==> src/rtl/rvu_pkg.sv <==
package rvu_pkg;
   typedef enum logic [2:0] {
      BS_IDLE,
      BS_VLO,
      BS_VHI,
      BS_CAPH,
      BS_LDPC,
      BS_RUN
   } boot_st_e;
endpackage

==> src/rtl/rvu_reg.sv <==
module rvu_reg #(
   parameter int W       = 8,
   parameter bit HAS_INC = 1'b0
) (
   input  logic         clk,
   input  logic         rst_n,
   input  logic         ld,
   input  logic         inc,
   input  logic [W-1:0] d,
   output logic [W-1:0] q
);
   if (W < 1) begin : g_bad_w
      $error("rvu_reg: W must be positive");
   end

   generate
      if (HAS_INC) begin : g_cnt
         always_ff @(posedge clk or negedge rst_n) begin
            if (!rst_n)   q <= '0;
            else if (ld)  q <= d;
            else if (inc) q <= q + W'(1);
         end
      end else begin : g_plain
         logic unused_inc;
         assign unused_inc = inc;
         always_ff @(posedge clk or negedge rst_n) begin
            if (!rst_n)  q <= '0;
            else if (ld) q <= d;
         end
      end
   endgenerate
endmodule

==> src/rtl/rvu_boot_seq.sv <==
module rvu_boot_seq
   import rvu_pkg::*;
#(
   parameter int ADDR_W = 16
) (
   input  logic              clk,
   input  logic              rst_n,
   output logic              done,
   output logic              vec_drive,
   output logic [ADDR_W-1:0] vec_addr,
   output logic              cap_lo,
   output logic              cap_hi,
   output logic              pc_boot_ld
);
   localparam logic [ADDR_W-1:0] TOP_ADDR = '1;

   boot_st_e st, st_nx;

   always_comb begin
      case (st)
         BS_IDLE: st_nx = BS_VLO;
         BS_VLO:  st_nx = BS_VHI;
         BS_VHI:  st_nx = BS_CAPH;
         BS_CAPH: st_nx = BS_LDPC;
         BS_LDPC: st_nx = BS_RUN;
         default: st_nx = BS_RUN;
      endcase
   end

   always_ff @(posedge clk or negedge rst_n) begin
      if (!rst_n) st <= BS_IDLE;
      else        st <= st_nx;
   end

   assign vec_drive  = (st == BS_VLO) || (st == BS_VHI);
   assign vec_addr   = (st == BS_VLO) ? TOP_ADDR - ADDR_W'(1) : TOP_ADDR;
   assign cap_lo     = (st == BS_VHI);
   assign cap_hi     = (st == BS_CAPH);
   assign pc_boot_ld = (st == BS_LDPC);
   assign done       = (st == BS_RUN);
endmodule

==> src/rtl/rvu_addr_mux.sv <==
module rvu_addr_mux #(
   parameter int ADDR_W = 16
) (
   input  logic              boot_drive,
   input  logic [ADDR_W-1:0] boot_addr,
   input  logic              sel_ar,
   input  logic [ADDR_W-1:0] pc,
   input  logic [ADDR_W-1:0] ar,
   output logic [ADDR_W-1:0] bus
);
   always_comb begin
      if (boot_drive)  bus = boot_addr;
      else if (sel_ar) bus = ar;
      else             bus = pc;
   end
endmodule

==> src/rtl/rvec_addr_unit.sv <==
module rvec_addr_unit #(
   parameter int ADDR_W = 16,
   parameter int DATA_W = 8
) (
   input  logic              clk,
   input  logic              rst_n,
   input  logic [DATA_W-1:0] mem_rdata,
   input  logic              stg_lo_ld,
   input  logic              stg_hi_ld,
   input  logic              pc_ld_stg,
   input  logic              pc_inc,
   input  logic              ar_ld_stg,
   input  logic              addr_sel,
   output logic [ADDR_W-1:0] mem_addr,
   output logic [ADDR_W-1:0] pc_q,
   output logic [ADDR_W-1:0] ar_q,
   output logic              boot_done
);
   localparam int NBYTES = ADDR_W / DATA_W;

   if (ADDR_W != 2 * DATA_W) begin : g_bad_geom
      $error("rvec_addr_unit: ADDR_W must be twice DATA_W");
   end

   logic              vec_drive, cap_lo, cap_hi, pc_boot_ld;
   logic [ADDR_W-1:0] vec_addr;
   logic [NBYTES-1:0] byte_ld;
   logic [ADDR_W-1:0] staged;

   rvu_boot_seq #(.ADDR_W(ADDR_W)) u_seq (
      .clk        (clk),
      .rst_n      (rst_n),
      .done       (boot_done),
      .vec_drive  (vec_drive),
      .vec_addr   (vec_addr),
      .cap_lo     (cap_lo),
      .cap_hi     (cap_hi),
      .pc_boot_ld (pc_boot_ld)
   );

   assign byte_ld[0] = cap_lo | (boot_done & stg_lo_ld);
   assign byte_ld[1] = cap_hi | (boot_done & stg_hi_ld);

   generate
      for (genvar b = 0; b < NBYTES; b++) begin : g_stg
         rvu_reg #(.W(DATA_W), .HAS_INC(1'b0)) u_stg (
            .clk   (clk),
            .rst_n (rst_n),
            .ld    (byte_ld[b]),
            .inc   (1'b0),
            .d     (mem_rdata),
            .q     (staged[b*DATA_W +: DATA_W])
         );
      end
   endgenerate

   rvu_reg #(.W(ADDR_W), .HAS_INC(1'b1)) u_pc (
      .clk   (clk),
      .rst_n (rst_n),
      .ld    (pc_boot_ld | (boot_done & pc_ld_stg)),
      .inc   (boot_done & pc_inc),
      .d     (staged),
      .q     (pc_q)
   );

   rvu_reg #(.W(ADDR_W), .HAS_INC(1'b0)) u_ar (
      .clk   (clk),
      .rst_n (rst_n),
      .ld    (boot_done & ar_ld_stg),
      .inc   (1'b0),
      .d     (staged),
      .q     (ar_q)
   );

   rvu_addr_mux #(.ADDR_W(ADDR_W)) u_mux (
      .boot_drive (vec_drive),
      .boot_addr  (vec_addr),
      .sel_ar     (addr_sel),
      .pc         (pc_q),
      .ar         (ar_q),
      .bus        (mem_addr)
   );
endmodule

==> config.mk <==
export PLATFORM = sky130hd
export DESIGN_NAME = rvec_addr_unit
export DESIGN_NICKNAME = d
export VERILOG_FILES = /design/src/rtl/rvu_pkg.sv /design/src/rtl/rvu_reg.sv /design/src/rtl/rvu_boot_seq.sv /design/src/rtl/rvu_addr_mux.sv /design/src/rtl/rvec_addr_unit.sv
export SDC_FILE = /design/constraint.sdc
export NUM_CORES = 1
export LEC_CHECK = 0
export BUFFER_PORTS_ARGS = -buffer_cell sky130_fd_sc_hd__buf_4
export CORE_MARGIN = 10
export CORE_UTILIZATION = 38
export DETAILED_ROUTE_END_ITERATION = 10
export HOLD_SLACK_MARGIN = 0.02
export SYNTH_ARGS = -nofsm -noshare
export SYNTH_HDL_FRONTEND = slang
export SYNTH_SLANG_ARGS = --single-unit
==> constraint.sdc <==
create_clock -name clk -period 2.1 [get_ports clk]
set_input_delay 0 -clock clk [delete_from_list [all_inputs] [get_ports clk]]
set_output_delay 0 -clock clk [all_outputs]
set_load 0.01 [all_outputs]
==> results of run 1 <==
[final cells by class]
class                   count  area [um^2]
inverters                  11         41.3
multi-input cells         165         1210
well taps                  80          100
fillers                   601         3360
clock inverters             2         60.1
repair buffers             82          638
clock buffers               6         72.6
flip-flops and latches     51         1280
[placed cells by master, fill, tap and decap left out, drive strengths merged, types with 3 or more instances in the layout]
master	n
and3	3
inv	11
a21oi	3
clkbuf	6
nand2	30
o211ai	14
mux2	33
nand4	5
dlygate4sd3	9
dfrtp	51
nand2b	4
a22oi	5
nor3	9
o21ai	8
or3	4
nor2	3
nand3	6
mux2i	10
buf	73
a21o	3
[metrics by stage]
stage / utilization, % / hold WS [ns] / power (W)
3_3_place_gp: 47.0 / 0.0707 / 0.00190
3_5_place_dp: 47.0 / 0.0757 / 0.00191
4_1_cts: 50.3 / 0.269 / 0.00273
6_report: 50.3 / 0.244 / 0.00270
2_1_floorplan: - / -0.296 / 0.00154
5_1_grt: 50.3 / 0.283 / 0.00283
[metal layers]
layer  vias to the layer above  wire length (um)  track usage [%]
met5                         -                 0                0
li1                       1026                 -                -
met3                         8               537             2.35
met4                         0                92             5.03
met1                      1060              3200             19.3
met2                        84              3580             22.4
[cells by family after synthesis]
family / count (synthesis) / share of synthesized area [%]
flops: 51 / 48.8
xor+xnor: 2 / 0.669
simple gates: 77 / 15.6
mux: 43 / 18.0
fa+ha+maj: 1 / 0.478
buf+inv: 26 / 4.97
compound gates: 42 / 11.5
[power by group through the flow]
stage                     clock [W]  sequential [W]  combinational [W]
after floorplan                   0         0.00126           0.000280
after global placement            0         0.00126           0.000646
after detailed placement          0         0.00126           0.000647
after CTS                  0.000824         0.00124           0.000664
after global routing       0.000854         0.00126           0.000716
final                      0.000813         0.00124           0.000648
[flip-flops by register name, indices dropped and copies added, names as in the netlist]
name,cells
u_pc.q,16
g_stg.u_stg.q,16
u_ar.q,16
u_seq.st,3
[what timing repair did]
action                                  4_1_cts  5_1_grt
hold buffers                                  9        0
endpoints found under the setup margin        0        0
endpoints found under the hold margin        67        0
setup buffers                                 0        0
[how the worst max path moves through the flow]
stage	to	start	cells past startpoint	slack [ns]
floorplan	u_ar.q[0]	u_seq.st[0]	7	0.35
global placement	u_pc.q[12]	u_pc.q[0]	5	0.38
detailed placement	u_pc.q[12]	u_pc.q[0]	5	0.35
CTS	mem_addr[2]	u_seq.st[0]	4	0.20
global route	u_pc.q[12]	u_pc.q[0]	5	0.14
finish	mem_addr[4]	u_seq.st[0]	5	0.26
==> impl_metrics.json, run 1 <==
{
  "r2r_cells": 5,
  "grt_pass1_wl_um": 11700,
  "ant_nets": 0,
  "layout-drive-gt1-share_pct": 36.3,
  "num_antenna_cells": 0,
  "maxCapViolCount": 0,
  "gp_congestion": 0.792,
  "critPathRequiredTime_ns": 2.10,
  "cp_common_cell": "buf_4",
  "crit_path_cell_trace": "xor2_1 > nand2b_1 > buf_4 > nand2_1 > buf_4",
  "cp_top_family": "simple AND/OR/NAND/NOR gates",
  "synth_area_um2": 2620,
  "power.share.switching_pct": 28.9,
  "share_comb_of_total_power_pct": 23.9,
  "final.setup_skew_ns": 0.00914,
  "synthFlopType": "dfrtp_1",
  "start_util_pct": 38.7,
  "clockPowerShare_pct": 30.1,
  "internal-power_w": 0.00192,
  "synth_nets": 259,
  "crit_fanout": 13,
  "synth_edf_count": 0,
  "drv_slew": 0,
  "yosysMostFrequentCell": "dfrtp_1",
  "synth_top_area_share_pct": 48.8,
  "hold_class": "in -> async",
  "cp-end-kind": "output pin",
  "cts_buffers": 5,
  "antenna_found_initial": 0,
  "setup_viol": 0,
  "rrSetupSlack_ns": 0.31,
  "netlist.top_cell.by_area": "dfrtp_1",
  "critPathBufInv": 2,
  "die-area_um2": 10600,
  "dpl-instance-area_um2": 3180,
  "rsz0062_at_grt": "no",
  "die_x_um": 103,
  "reg2reg_to": "u_pc.q[12]",
  "timing_worst_setup_path_type": "reg -> out",
  "dp.cells": 380,
  "yosys-top-cells-count": "dfrtp_1 (51), mux2_2 (33), nand2_1 (30), o211ai_1 (14), inv_1 (11)",
  "drt_pre_antenna_iters": 5,
  "min_period_ns": 1.84,
  "post-route-cell-area_um2": 3400,
  "max_stage_delay_ns": 0.47,
  "finalNetCount": 333,
  "async_reset_ff_share_pct": 100,
  "drc": 0,
  "cpMaxStageDelayCell": "dfrtp_1",
  "stdcell_count": 397,
  "area_delta_synth_final_pct": 29.9,
  "grt_pass1_vias": 2196,
  "clockBufferDepth": 2,
  "rr_startpoint": "u_pc.q[0]",
  "cts_max_level": 2,
  "cts-root-buf": "clkbuf_8",
  "drt-initial-drc-count": 163,
  "num_vias": 2178,
  "grt-ovfl-total": 0,
  "min_period_over_period_pct": 87.7,
  "synth_cell_types": 41,
  "power_leakage_nw": 1.56,
  "grt_start_max_net_pins": 52,
  "io_buffers": 64,
  "cp-start-kind": "flip-flop",
  "syn_inst": 242,
  "max-vdd-ir-drop_v": 0.000431,
  "grt_usage_pct": 14.3,
  "cts_tree": "yes",
  "clk_pin_slew_ns": 0.09,
  "clkLatencyLatePin_ns": 0.31,
  "power_density_nw_per_um2": 795,
  "dp_hpwl_um": 5420,
  "yosysSeqAreaShare_pct": 48.8,
  "postSynthAreaPerCell_um2": 10.8,
  "clkSinkCount": 51,
  "relSlewSlack_pct": 56.7,
  "yosys-top-cells-area": "dfrtp_1 (49%), mux2_2 (14%), nand2_1 (4.3%)",
  "cts_resized": 0,
  "hold_viol": 0,
  "ys_ff_latch": 51,
  "via_per_inst": 5.49,
  "tightest_slew_ns": 0.649,
  "wire_per_inst_um": 18.7,
  "rows": 30,
  "seqPwrFrac_pct": 46.0,
  "drt-total-wl_um": 7410,
  "p_switching_w": 0.000781,
  "die_h_um": 103,
  "critPathArrivalTime_ns": 1.84,
  "core_region_area_um2": 6760,
  "tns_ns": 0,
  "fmax_ghz": 0.543,
  "ios": 65,
  "pre_cts_slack_ns": 0.351,
  "status": "finished, final reports clean",
  "setup_slack_ns": 0.259,
  "yosys_warnings": 0
}
Power figures use the tool's default switching activity.
==> run 2: changes to the inputs <==
--- a/config.mk
+++ b/config.mk
@@ -5,7 +5,9 @@
 export SDC_FILE = /design/constraint.sdc
 export NUM_CORES = 1
 export LEC_CHECK = 0
+export ABC_CLOCK_PERIOD_IN_PS = 2100
 export BUFFER_PORTS_ARGS = -buffer_cell sky130_fd_sc_hd__buf_4
+export CORE_ASPECT_RATIO = 1.5
 export CORE_MARGIN = 10
 export CORE_UTILIZATION = 38
 export DETAILED_ROUTE_END_ITERATION = 10
==> run 2 against run 1 <==
Compared with the run above:
- cell count decreased by 0.25%
- global-route usage about the same
- setup slack improved by 0.030 ns
- clock-buffer cell count unchanged
- critical endpoint is now mem_addr[13]
- largest cell class unchanged
==> impl_metrics.json, run 2 (same netlist as run 1, synthesis figures left out) <==
{
  "critPathArrivalTime_ns": 1.81,
  "hold_viol": 0,
  "cts_resized": 0,
  "area_delta_synth_final_pct": 28.6,
  "num_vias": 2173,
  "r2r_cells": 5,
  "setup_slack_ns": 0.289,
  "final_common_cell": "buf_4",
  "final_cell_mix": "buf_4 (75), dfrtp_1 (51), mux2_2 (33)",
  "clockBufferDepth": 2,
  "start_util_pct": 38.5,
  "gp_congestion": 0.845,
  "rsz0062_at_grt": "no",
  "reg2reg_to": "u_pc.q[12]",
  "cts.hold.buffers_added": 9,
  "fmax_ghz": 0.552,
  "postCtsSetupRepairBufs": 0,
  "drv_slew": 0,
  "grt_use_met1_pct": 17.1,
  "setup_viol": 0,
  "met3_usage_pct": 2.67,
  "via_per_inst": 5.49,
  "crit_fanout": 9,
  "hold_class": "in -> async",
  "status": "finished, final reports clean",
  "cts_tree": "yes",
  "dp_hpwl_um": 5450,
  "layout-drive-gt1-share_pct": 36.8,
  "ios": 65,
  "tightest_slew_ns": 0.649,
  "tns_ns": 0,
  "min_period_ns": 1.81,
  "critPathRequiredTime_ns": 2.10,
  "drc": 0,
  "core_region_area_um2": 6810,
  "cts-root-buf": "clkbuf_8",
  "final.setup_skew_ns": 0.00680,
  "min_period_over_period_pct": 86.3,
  "grt_pass1_vias": 2282,
  "maxCapViolCount": 0,
  "antenna_found_initial": 0,
  "die_h_um": 122,
  "grt.busiest_layer": "met2",
  "timing_worst_setup_path_type": "reg -> out",
  "finalNetCount": 335,
  "drt-initial-drc-count": 245,
  "clkLatencyLatePin_ns": 0.30,
  "grtUsageMet2_pct": 24.7,
  "wire_per_inst_um": 18.8,
  "ant_nets": 0,
  "power_leakage_nw": 1.55,
  "cts_buffers": 5,
  "die_x_um": 87.8,
  "relSlewSlack_pct": 56.7,
  "rows": 37,
  "grt_pass1_wl_um": 12100,
  "max-vdd-ir-drop_v": 0.000310,
  "rrSetupSlack_ns": 0.31,
  "post-route-util_pct": 49.5,
  "io_buffers": 64,
  "num_antenna_cells": 0,
  "power_density_nw_per_um2": 733,
  "clk_pin_slew_ns": 0.09,
  "pre_cts_slack_ns": 0.321,
  "cp-start-kind": "flip-flop",
  "grt-ovfl-total": 0,
  "reg_top3": "g_stg.u_stg.q (16), u_ar.q (16), u_pc.q (16)",
  "cp-end-kind": "output pin",
  "clkSinkCount": 51,
  "drt-total-wl_um": 7450,
  "rr_startpoint": "u_pc.q[1]",
  "drt_pre_antenna_iters": 4,
  "grt_start_max_net_pins": 52,
  "grt_usage_pct": 14.2,
  "cts_max_level": 2,
  "die-area_um2": 10700
}
[run 2: worst max-delay path by stage]
stage	endpoint	start	depth (start not counted)
3_3_place_gp	u_pc.q[12]	u_pc.q[1]	5
5_1_grt	mem_addr[14]	u_seq.st[0]	5
4_1_cts	mem_addr[13]	u_seq.st[0]	5
2_1_floorplan	u_ar.q[0]	u_seq.st[0]	7
6_report	mem_addr[13]	u_seq.st[0]	5
3_5_place_dp	u_pc.q[12]	u_pc.q[1]	5
[run 2: cell type report]
class / instances / area (um^2)
Sequential cell: 51 / 1280
Fill cell: 684 / 3440
Clock inverter: 1 / 5.00
Multi-Input combinational cell: 165 / 1210
Tap cell: 78 / 97.6
Timing Repair Buffer: 84 / 653
Inverter: 11 / 41.3
Clock buffer: 6 / 82.6
[run 2: layer usage]
layer,vias up,part of all wire [%],wire [um]
li1,1029,-,-
met1,1093,40,2950
met2,46,55,4070
met3,5,4.6,345
met4,0,1.1,79
met5,-,0,0
[run 2: through the flow]
| stage | hold slack (ns) | instances | total power (W) | cell area, um^2 |
|---|---|---|---|---|
| floorplan | -0.296 | 242 | 0.00154 | 2620 |
| global placement | 0.0730 | 380 | 0.00191 | 3190 |
| detailed placement | 0.0718 | 380 | 0.00192 | 3190 |
| CTS | 0.269 | 396 | 0.00251 | 3370 |
| global route | 0.294 | 396 | 0.00261 | 3370 |
| finish | 0.250 | 396 | 0.00247 | 3370 |
[run 2: critical path, stage by stage (launching register included)]
cell,delay [ns]
dfrtp_1,0.47
xor2_1,0.17
nand2b_1,0.34
buf_4,0.25
o211ai_1,0.11
buf_4,0.16
[run 2: report_power, final]
| part | total (W) | internal, W | switching [W] | leakage (nW) |
|---|---|---|---|---|
| sequential | 0.00123 | 0.00110 | 0.000134 | 0.600 |
| clock | 0.000572 | 0.000259 | 0.000313 | 0.0470 |
| combinational | 0.000663 | 0.000356 | 0.000308 | 0.904 |
==> run 3: changes to the inputs <==
--- a/config.mk
+++ b/config.mk
@@ -5,6 +5,7 @@
 export SDC_FILE = /design/constraint.sdc
 export NUM_CORES = 1
 export LEC_CHECK = 0
+export ABC_AREA = 1
 export ABC_CLOCK_PERIOD_IN_PS = 2100
 export BUFFER_PORTS_ARGS = -buffer_cell sky130_fd_sc_hd__buf_4
 export CORE_ASPECT_RATIO = 1.5
@@ -12,6 +13,8 @@
 export CORE_UTILIZATION = 38
 export DETAILED_ROUTE_END_ITERATION = 10
 export HOLD_SLACK_MARGIN = 0.02
+export RECOVER_POWER = 100
+export SETUP_SLACK_MARGIN = 0.4
 export SYNTH_ARGS = -nofsm -noshare
 export SYNTH_HDL_FRONTEND = slang
 export SYNTH_SLANG_ARGS = --single-unit
==> run 3 against run 2 <==
Compared with the run above:
- fmax rose by 8.9%
- die area rose by 2.1%
- design area fell by 5.1%
- critical path type is now reg -> reg
- critical endpoint is now u_pc.q[5]
- largest power group unchanged
==> impl_metrics.json, run 3 <==
{
  "ant_nets": 0,
  "synth_cell_types": 26,
  "yosys.area_share.simple_pct": 24.8,
  "netlist.top_cell.by_area": "dfrtp_1",
  "area_delta_synth_final_pct": 18.9,
  "cts_tree": "yes",
  "drc": 0,
  "synth-xor-area-share_pct": 0.326,
  "final_cell_mix": "nand2_1 (106), dfrtp_1 (51), inv_1 (47), clkbuf_1 (47), o21ai_0 (41)",
  "clk_pin_slew_ns": 0.10,
  "synth_nets": 358,
  "cp-end-kind": "flip-flop",
  "yosys-top-cells-count": "nand2_1 (103), dfrtp_1 (51), inv_1 (47), nand3_1 (24), o21ai_0 (22)",
  "drt-total-wl_um": 7920,
  "rows": 37,
  "power_density_nw_per_um2": 767,
  "r2r_cells": 5,
  "grt_start_max_net_pins": 52,
  "timing_worst_setup_path_type": "reg -> reg",
  "num_vias": 2514,
  "clockBufferDepth": 2,
  "core_region_area_um2": 6850,
  "postSynthAreaPerCell_um2": 7.88,
  "hold_class": "in -> reg",
  "critPathRequiredTime_ns": 2.33,
  "multi_input_area_um2": 1100,
  "layout-drive-gt1-share_pct": 8.98,
  "die_h_um": 123,
  "min_period_over_period_pct": 79.2,
  "cpMaxStageDelayCell": "dfrtp_1",
  "cts_max_level": 2,
  "clkSinkCount": 51,
  "status": "finished, final reports clean",
  "grt-ovfl-total": 0,
  "setup_viol": 0,
  "clkLatencyLatePin_ns": 0.31,
  "rsz0062_at_grt": "no",
  "critPathArrivalTime_ns": 1.89,
  "power_leakage_nw": 1.52,
  "pre_cts_slack_ns": 0.538,
  "die_x_um": 88.7,
  "grt_pass1_vias": 2511,
  "finalNetCount": 428,
  "io_buffers": 64,
  "max_stage_delay_ns": 0.42,
  "hold_viol": 0,
  "max-vdd-ir-drop_v": 0.000371,
  "synth-adder-area-share_pct": 0.466,
  "cp-start-kind": "flip-flop",
  "fmax_ghz": 0.601,
  "antenna_found_initial": 0,
  "yosysSeqAreaShare_pct": 47.5,
  "grt_pass1_wl_um": 12900,
  "cts_buffers": 5,
  "wire_per_inst_um": 16.2,
  "synth_compound_area_share_pct": 16.9,
  "ios": 65,
  "drv_slew": 0,
  "gp_congestion": 0.857,
  "dp_hpwl_um": 6010,
  "drt-initial-drc-count": 173,
  "setup_slack_ns": 0.437,
  "num_antenna_cells": 0,
  "relSlewSlack_pct": 15.3,
  "via_per_inst": 5.13,
  "grt_usage_pct": 15.2,
  "yosysMostFrequentCell": "nand2_1",
  "crit_path_cell_trace": "nor2_1 > nand3_1 > inv_1 > nand3_1 > o221ai_1",
  "fillers": 779,
  "synth_edf_count": 0,
  "tightest_slew_ns": 1.27,
  "final.setup_skew_ns": 0.00430,
  "syn_inst": 341,
  "synth_mux_area_share_pct": 0,
  "drt_pre_antenna_iters": 4,
  "yosys_warnings": 0,
  "synth_top_area_share_pct": 47.5,
  "synth_area_um2": 2690,
  "tns_ns": 0,
  "reg_top3": "g_stg.u_stg.q (16), u_ar.q (16), u_pc.q (16)",
  "cts-root-buf": "clkbuf_8",
  "synthFlopType": "dfrtp_1",
  "ys_ff_latch": 51,
  "holdPathStages": 4,
  "async_reset_ff_share_pct": 100,
  "cp_common_cell": "nand3_1",
  "maxCapViolCount": 0,
  "crit_fanout": 8,
  "final_common_cell": "nand2_1",
  "synth_top_family_by_area": "simple AND/OR/NAND/NOR gates",
  "yosys-top-cells-area": "dfrtp_1 (48%), nand2_1 (14%), inv_1 (6.6%)",
  "min_period_ns": 1.66,
  "die-area_um2": 10900,
  "regArea_um2": 1280,
  "start_util_pct": 39.2
}
run 3: cell types whose count changed after synthesis, sizes merged, moves of 5 or more:
cell and delta:
nand2 +79, inv +39, o21ai +38, mux2 -33, nand3 +19, nor2 +13, mux2i -10, nor3 -8
o221ai +6, a22oi -5
run 3: cells by family (layout without fill, tap and decap cells):
logic type / count (synthesis) / count (layout)
flops: 51 / 51
buf+inv: 62 / 133
compound gates: 73 / 73
xor+xnor: 1 / 1
simple gates: 153 / 153
fa+ha+maj: 1 / 1
run 3: layout make-up:
cell class	count	share of cell area, %
Clock buffer	6	2.59
Clock inverter	2	1.21
Inverter	50	6.03
Multi-Input combinational cell	228	34.4
Sequential cell	51	40.0
Tap cell	78	3.06
Timing Repair Buffer	75	12.7
run 3: stage by stage:
step	cells	total power [W]	hold slack, ns	util (%)	cell area [um^2]
2_1_floorplan	341	0.00151	-0.296	-	2690
3_3_place_gp	473	0.00183	0.0809	46.7	3200
3_5_place_dp	473	0.00183	0.0786	46.7	3200
4_1_cts	490	0.00258	0.0649	49.8	3410
5_1_grt	490	0.00260	0.196	46.6	3190
6_report	490	0.00245	0.151	46.6	3190
run 3: critical path: cells and delay by family (launching register included):
kind	cells	cell delay (ns)
simple gates	3	0.73
compound gates	1	0.09
flops	1	0.42
buf+inv	1	0.34
run 3: report_power, final:
part / total [W] / internal [W] / switching, W
registers: 0.00119 / 0.00108 / 0.000102
clock network: 0.000738 / 0.000392 / 0.000345
logic: 0.000527 / 0.000185 / 0.000342
run 3: final timing paths:
kind | startpoint | slack [ns] | to
setup / recovery | u_seq.st[1] | 0.44 | u_pc.q[5]
min in group asynchronous | rst_n | 0.49 | u_ar.q[15]
hold / removal | ar_ld_stg | 0.15 | u_ar.q[0]
max in group asynchronous | rst_n | 0.84 | u_pc.q[1]
hold reg to reg | u_seq.st[2] | 0.52 | u_seq.st[0]
setup reg to reg | u_seq.st[1] | 0.44 | u_pc.q[5]
run 3: repair_timing:
action,in CTS,in global routing
hold endpoints to repair,67,0
resized for setup,1,5
setup endpoints to repair,15,30
cloned,0,0
buffers inserted,0,0
hold buffers,9,0
run 3: per-layer routing:
layer	routed length, um	vias up	part of all wire (%)	global-route usage [%]
li1	-	1245	-	-
met2	3940	67	50	25.3
met5	0	-	0	0
met3	495	9	6.2	4.15
met4	121	0	1.5	5.07
met1	3370	1193	42	18.4
